[src/rtl/cmm_pkg.sv]
package cmm_pkg;
    localparam int ADDR_W = 6;
    localparam int DATA_W = 32;

    // word indices (byte offset / 4)
    localparam logic [3:0] WI_GEOM   = 4'h1;
    localparam logic [3:0] WI_STATUS = 4'h2;
    localparam logic [3:0] WI_CMD    = 4'h4;
    localparam logic [3:0] WI_PAGE   = 4'h5;
    localparam logic [3:0] WI_MAXRD  = 4'h6;
    localparam logic [3:0] WI_ENA    = 4'h7;
    localparam logic [3:0] WI_SRC0   = 4'h8;
    localparam logic [3:0] WI_VAL0   = 4'h9;
    localparam logic [3:0] WI_SRC1   = 4'hA;
    localparam logic [3:0] WI_VAL1   = 4'hB;

    localparam logic [DATA_W-1:0] CODE_CLEAR_ALL = 32'h0000_0001;

    typedef enum logic [1:0] {
        ST_IDLE  = 2'd0,
        ST_ISSUE = 2'd1,
        ST_WAIT  = 2'd2
    } eng_state_e;
endpackage

[src/rtl/cmm_cmd_engine.sv]
module cmm_cmd_engine
    import cmm_pkg::*;
#(
    parameter int PA_W = 32
) (
    input  logic            clk,
    input  logic            rst_n,
    input  logic            start_all,
    input  logic            start_page,
    input  logic [PA_W-1:0] page_addr,
    input  logic            clr_done,
    output logic            busy,
    output logic            clr_req,
    output logic            clr_page,
    output logic [PA_W-1:0] clr_addr
);
    eng_state_e state_q, state_d;
    logic       accept;

    assign accept = (state_q == ST_IDLE) && (start_all || start_page);

    always_comb begin
        state_d = state_q;
        unique case (state_q)
            ST_IDLE:  if (accept)   state_d = ST_ISSUE;
            ST_ISSUE:               state_d = ST_WAIT;
            ST_WAIT:  if (clr_done) state_d = ST_IDLE;
            default:                state_d = ST_IDLE;
        endcase
    end

    always_ff @(posedge clk or negedge rst_n) begin
        if (!rst_n) begin
            state_q  <= ST_IDLE;
            clr_page <= 1'b0;
            clr_addr <= '0;
        end else begin
            state_q <= state_d;
            if (accept) begin
                clr_page <= start_page;
                clr_addr <= start_page ? page_addr : '0;
            end
        end
    end

    always_comb begin
        busy    = 1'b1;
        clr_req = 1'b0;
        unique case (state_q)
            ST_IDLE:  busy    = 1'b0;
            ST_ISSUE: clr_req = 1'b1;
            ST_WAIT:  clr_req = 1'b0;
            default:  busy    = 1'b0;
        endcase
    end
endmodule

[src/rtl/cmm_event_counter.sv]
module cmm_event_counter #(
    parameter int NUM_EVT = 8,
    parameter int SRC_W   = 8,
    parameter int CNT_W   = 32
) (
    input  logic               clk,
    input  logic               rst_n,
    input  logic               wr_src,
    input  logic               wr_val,
    input  logic [CNT_W-1:0]   wdata,
    input  logic [NUM_EVT-1:0] evt,
    output logic [SRC_W-1:0]   src,
    output logic [CNT_W-1:0]   count
);
    logic hit;

    always_comb begin
        hit = 1'b0;
        for (int i = 0; i < NUM_EVT; i++) begin
            if (src == SRC_W'(i + 1)) hit = evt[i];
        end
    end

    always_ff @(posedge clk or negedge rst_n) begin
        if (!rst_n) begin
            src   <= '0;
            count <= '0;
        end else begin
            if (wr_src) src <= wdata[SRC_W-1:0];
            if (wr_val)   count <= wdata;
            else if (hit) count <= count + 1'b1;
        end
    end
endmodule

[src/rtl/cache_maint_regs.sv]
module cache_maint_regs
    import cmm_pkg::*;
#(
    parameter int NUM_EVT    = 8,
    parameter int MAXRD_W    = 8,
    parameter int SRC_W      = 8,
    parameter int LINE_LOG2  = 6,
    parameter int WAYS_LOG2  = 4,
    parameter int BYTES_LOG2 = 17,
    parameter int BUS_LOG2   = 7
) (
    input  logic                clk,
    input  logic                rst_n,
    input  logic                bus_wr_en,
    input  logic [5:0]          bus_addr,
    input  logic [31:0]         bus_wdata,
    output logic [31:0]         bus_rdata,
    input  logic                data_busy_i,
    input  logic [NUM_EVT-1:0]  evt_i,
    output logic                clr_req_o,
    output logic                clr_page_o,
    output logic [31:0]         clr_addr_o,
    input  logic                clr_done_i,
    output logic [1:0]          enable_o,
    output logic [MAXRD_W-1:0]  max_reads_o
);
    localparam int NUM_CNT = 2;
    localparam logic [DATA_W-1:0] GEOM_WORD = {8'(BUS_LOG2), 8'(BYTES_LOG2),
                                               8'(WAYS_LOG2), 8'(LINE_LOG2)};

    logic [3:0]         widx;
    logic               aligned;
    logic               wr_ok;
    logic               cmd_busy;
    logic [1:0]         enable_q;
    logic [MAXRD_W-1:0] maxrd_q;
    logic [SRC_W-1:0]   src_q [NUM_CNT];
    logic [DATA_W-1:0]  cnt_q [NUM_CNT];
    logic [SRC_W-1:0]   src0;
    logic [DATA_W-1:0]  cnt0;

    assign widx    = bus_addr[5:2];
    assign aligned = (bus_addr[1:0] == 2'b00);
    assign wr_ok   = bus_wr_en && aligned;

    cmm_cmd_engine #(.PA_W(DATA_W)) u_eng (
        .clk        (clk),
        .rst_n      (rst_n),
        .start_all  (wr_ok && widx == WI_CMD && bus_wdata == CODE_CLEAR_ALL),
        .start_page (wr_ok && widx == WI_PAGE),
        .page_addr  (bus_wdata),
        .clr_done   (clr_done_i),
        .busy       (cmd_busy),
        .clr_req    (clr_req_o),
        .clr_page   (clr_page_o),
        .clr_addr   (clr_addr_o)
    );

    for (genvar c = 0; c < NUM_CNT; c++) begin : g_cnt
        localparam logic [3:0] SRC_IDX = (c == 0) ? WI_SRC0 : WI_SRC1;
        localparam logic [3:0] VAL_IDX = (c == 0) ? WI_VAL0 : WI_VAL1;
        cmm_event_counter #(
            .NUM_EVT (NUM_EVT),
            .SRC_W   (SRC_W),
            .CNT_W   (DATA_W)
        ) u_cnt (
            .clk    (clk),
            .rst_n  (rst_n),
            .wr_src (wr_ok && widx == SRC_IDX),
            .wr_val (wr_ok && widx == VAL_IDX),
            .wdata  (bus_wdata),
            .evt    (evt_i),
            .src    (src_q[c]),
            .count  (cnt_q[c])
        );
    end

    assign src0 = src_q[0];
    assign cnt0 = cnt_q[0];

    always_ff @(posedge clk or negedge rst_n) begin
        if (!rst_n) begin
            enable_q <= '0;
            maxrd_q  <= '0;
        end else if (wr_ok) begin
            if (widx == WI_ENA)   enable_q <= bus_wdata[1:0];
            if (widx == WI_MAXRD) maxrd_q  <= bus_wdata[MAXRD_W-1:0];
        end
    end

    assign enable_o    = enable_q;
    assign max_reads_o = maxrd_q;

    always_comb begin
        bus_rdata = '0;
        if (aligned) begin
            case (widx)
                WI_GEOM:   bus_rdata = GEOM_WORD;
                WI_STATUS: bus_rdata = {30'd0, data_busy_i, cmd_busy};
                WI_MAXRD:  bus_rdata = DATA_W'(maxrd_q);
                WI_ENA:    bus_rdata = {30'd0, enable_q};
                WI_SRC0:   bus_rdata = DATA_W'(src_q[0]);
                WI_VAL0:   bus_rdata = cnt_q[0];
                WI_SRC1:   bus_rdata = DATA_W'(src_q[1]);
                WI_VAL1:   bus_rdata = cnt_q[1];
                default:   bus_rdata = '0;
            endcase
        end
    end
endmodule

[config.mk]
export PLATFORM = sky130hd
export DESIGN_NAME = cache_maint_regs
export DESIGN_NICKNAME = d
export VERILOG_FILES = /design/src/rtl/cmm_pkg.sv /design/src/rtl/cmm_cmd_engine.sv /design/src/rtl/cmm_event_counter.sv /design/src/rtl/cache_maint_regs.sv
export SDC_FILE = /design/constraint.sdc
export NUM_CORES = 1
export LEC_CHECK = 0
export BUFFER_PORTS_ARGS = -buffer_cell sky130_fd_sc_hd__buf_4
export CORE_MARGIN = 2
export CORE_UTILIZATION = 40
export CTS_CLUSTER_SIZE = 20
export DETAILED_ROUTE_END_ITERATION = 8
export PLACE_DENSITY = 0.62
export SETUP_SLACK_MARGIN = 0.1
export SLEW_MARGIN = 20
export SYNTH_ARGS = -nofsm -noshare
export SYNTH_HDL_FRONTEND = slang
export SYNTH_HIERARCHICAL = 1
export SYNTH_SLANG_ARGS = --single-unit
[constraint.sdc]
create_clock -name clk -period 4 [get_ports clk]
set_clock_uncertainty 0.1 [all_clocks]
set_input_delay 0.6 -clock clk [delete_from_list [all_inputs] [get_ports clk]]
set_output_delay 0.6 -clock clk [all_outputs]
set_load 0.005 [all_outputs]
==> flow_metrics.env <==
export IMPL_outcome="finished clean"
export IMPL_placed_cell_area_sq_um=8750
export IMPL_met1Wirelength_um=11300
export IMPL_largest_net_degree_at_the_start_of_global_routing=67
export IMPL_critPathArrivalTime_ns=2.21
export IMPL_clkLatencyLatePin_ns=0.43
export IMPL_setup_worst_path_class="in2out"
export IMPL_swShare_pct=36.3
export IMPL_ys_seq_elements=125
export IMPL_start_util_pct=40.9
export IMPL_clock_tree_htree_level_count=4
export IMPL_total_standard_cell_area_after_synthesis_sq_um=7710
export IMPL_yosysMostFrequentCell="sky130_fd_sc_hd__dfrtp_1"
export IMPL_cts_tree="yes"
export IMPL_slew_violations=0
export IMPL_drt_pre_antenna_iters=5
export IMPL_timing_setup_tns_ns=0
export IMPL_critPathCaptureType="output port"
export IMPL_rr_endpoint="g_cnt[1].u_cnt/count[17]"
export IMPL_cts_repair_resize_count=0
export IMPL_totalPowerFinal_mw=4.50
export IMPL_fmax_ghz=0.344
export IMPL_drc_errors=0
export IMPL_layout_drive_gt1_share_pct=23.5
export IMPL_initialDrtViolationCount=906
export IMPL_timing_reg2reg_setup_slack_ns=1.29
export IMPL_power_frac_clock_pct=33.0
export IMPL_area_sequential_sq_um=3130
export IMPL_fin_worst_hold_slack_ns=0.184
export IMPL_final_hold_violating_endpoints=0
export IMPL_boundaryPins=127
export IMPL_global_route_total_usage_across_every_layer_pct=25.2
export IMPL_synth_net_count=927
export IMPL_hold_path_class="in2async"
export IMPL_antenna_violating_nets_post_route=0
export IMPL_layoutNonFillerInstCount=1237
export IMPL_ys_top_cells_by_count="sky130_fd_sc_hd__dfrtp_1, sky130_fd_sc_hd__nand2_1, sky130_fd_sc_hd__nor2_1, sky130_fd_sc_hd__or4_1, sky130_fd_sc_hd__nand3_1"
export IMPL_global_route_wire_length_before_repair_um=39300
export IMPL_via_count=7579
export IMPL_synthCells=870
export IMPL_number_of_failing_setup_endpoints_in_the_final_timing_report=0
export IMPL_clkTransAtPathRegs_ns=0.06
export IMPL_worst_r2r_startpoint="g_cnt[1].u_cnt/src[7]"
export IMPL_routed_wl_um=25500
export IMPL_synth_async_sr_flop_share_pct=100
export IMPL_utilization_pct=49.5
export IMPL_tritoncts_num_buffers=17
export IMPL_cp_max_fo=25
export IMPL_n_antenna_cell=0
export IMPL_internal_power_mw=2.87
export IMPL_hpwlAfterDp_um=17700
export IMPL_die_outline_area_sq_um=20400
export IMPL_post_synth_cell_types=60
export IMPL_stdcell_area_sq_um=9320
export IMPL_antenna_violations_before_repair=0
export IMPL_areaGrowthSynthToFinish_pct=20.9
export IMPL_post_synth_top_area_cell="sky130_fd_sc_hd__dfrtp_1"
export IMPL_static_power_due_to_leakage_nw=3.88
export IMPL_timing_critical_path_to="bus_rdata[10]"
export IMPL_net_switching_power_figure_mw=1.63
export IMPL_cts_root_to_sink_buffers=2
export IMPL_slew_headroom_pct=30.7
export IMPL_power_density_cell_area_nw_per_um2=483
export IMPL_fin_crit_ns=2.91
export IMPL_grt_overflow_total=0
export IMPL_placement_io_buffers=126
export IMPL_met3_length_um=1650
export IMPL_cp_startpoint="bus_addr[4]"
export IMPL_number_of_cell_rows=50
export IMPL_comb_power_share_pct=25.2
export IMPL_dpl_cell_count=1205
export IMPL_cts_setup_buffers=0
export IMPL_synth_seq_area_share_pct=40.6
export IMPL_cts_hold_fix_buffers=0
export IMPL_placement_stage_worst_setup_slack_ns=0.983
export IMPL_grt_pass1_vias=6942
export IMPL_via_per_inst=6.13
export IMPL_avgRoutedWirePerCell_um=20.6
export IMPL_synth_largest_type_area_fraction_pct=40.6
export IMPL_die_width_um=143
export IMPL_yosys_warnings=6
export IMPL_required_ns=3.30
export IMPL_syn_mean_instance_area_sq_um=8.86
export IMPL_grt_setup_unrepaired="false"
export IMPL_cts_sinks=125
export IMPL_share_seq_of_total_power_pct=41.8
export IMPL_yosys_top_cells_area="sky130_fd_sc_hd__dfrtp_1, sky130_fd_sc_hd__or4_1, sky130_fd_sc_hd__o31ai_1"
export IMPL_synthFlopType="sky130_fd_sc_hd__dfrtp_1"
export IMPL_multiInputGateArea_sq_um=4150
export IMPL_layout_worst_path_cycle_share_pct=72.7
export IMPL_vdd_drop_max_mv=0.378
export IMPL_tightestPinTransition_ns=1.04
export IMPL_start_kind="input pin"
export IMPL_number_of_synthesized_flops_with_an_enable_pin=0
export IMPL_die_y_um=143
export IMPL_post_layout_worst_setup_margin_ns=1.09
export IMPL_max_cap_violations=0
export IMPL_routed_top_layer="met4"
export IMPL_timing_reg2reg_worst_path_depth=6
export IMPL_detailed_routed_wire_length_on_met2_um=11800
export IMPL_final_nets=1021
export IMPL_gp_routability_congestion=0.889
export IMPL_fillerInstances=1828
export IMPL_core_area_sq_um=18800
export IMPL_cts_root_buffer="sky130_fd_sc_hd__clkbuf_16"
[flip-flops by register name (all words and copies together), names as in the netlist]
name,cells
enable_o,2
g_cnt.u_cnt/count,64
g_cnt.u_cnt/src,16
max_reads_o,8
u_eng/clr_addr,32
u_eng/clr_page,1
u_eng/state_q,2
[kinds of logic after synthesis]
family	share of synthesized area, %
compound gates	18.9
mux	5.49
fa+ha+maj	0.974
flops	40.6
buf+inv	5.65
simple gates	28.5
[cell usage in the layout (no fill, tap or decap), drive strengths merged, types with 8 or more instances in the layout]
| cell type | instances |
|---|---|
| a21oi | 9 |
| a31oi | 60 |
| nand2 | 102 |
| buf | 142 |
| a22oi | 25 |
| clkbuf | 18 |
| or4 | 62 |
| o21ai | 9 |
| and3 | 12 |
| nor2 | 102 |
| inv | 21 |
| and4 | 8 |
| nand3 | 61 |
| o31ai | 60 |
| nor4 | 10 |
| dfrtp | 125 |
| mux2 | 32 |
| nand4 | 33 |
[layer usage]
layer	vias up	GRT usage (%)
li1	3524	-
met1	3715	35.0
met2	293	39.1
met3	47	4.69
met4	0	9.69
met5	-	0
[power by group through the flow]
| stage | clock network, mW | registers, mW | logic, mW |
|---|---|---|---|
| 2_1_floorplan | 0 | 1.77 | 0.755 |
| 3_3_place_gp | 0 | 1.89 | 1.10 |
| 3_5_place_dp | 0 | 1.89 | 1.13 |
| 4_1_cts | 1.51 | 1.87 | 1.13 |
| 5_1_grt | 1.56 | 1.93 | 1.25 |
| 6_report | 1.49 | 1.88 | 1.13 |
[final cells by class]
class / count / share of cell area [%]
multi-input cells: 662 / 44.5
flip-flops and latches: 125 / 33.6
repair buffers: 142 / 11.7
clock buffers: 18 / 4.61
well taps: 260 / 3.49
clock inverters: 14 / 1.45
inverters: 16 / 0.645
[critical path: stages]
cell,delay (ns)
sky130_fd_sc_hd__buf_4,0.14
sky130_fd_sc_hd__and2b_1,0.42
sky130_fd_sc_hd__and3_1,0.21
sky130_fd_sc_hd__buf_4,0.28
sky130_fd_sc_hd__a22oi_1,0.12
sky130_fd_sc_hd__a21oi_1,0.27
sky130_fd_sc_hd__buf_4,0.16
[worst min-delay path by stage]
stage                               end  cells past startpoint
2_1_floorplan               enable_o[0]                      0
6_report       g_cnt[0].u_cnt/count[25]                      1
5_1_grt        g_cnt[0].u_cnt/count[25]                      1
3_5_place_dp          u_eng/clr_addr[8]                      2
3_3_place_gp         u_eng/clr_addr[15]                      2
4_1_cts        g_cnt[0].u_cnt/count[25]                      1
Power figures use the tool's default switching activity.
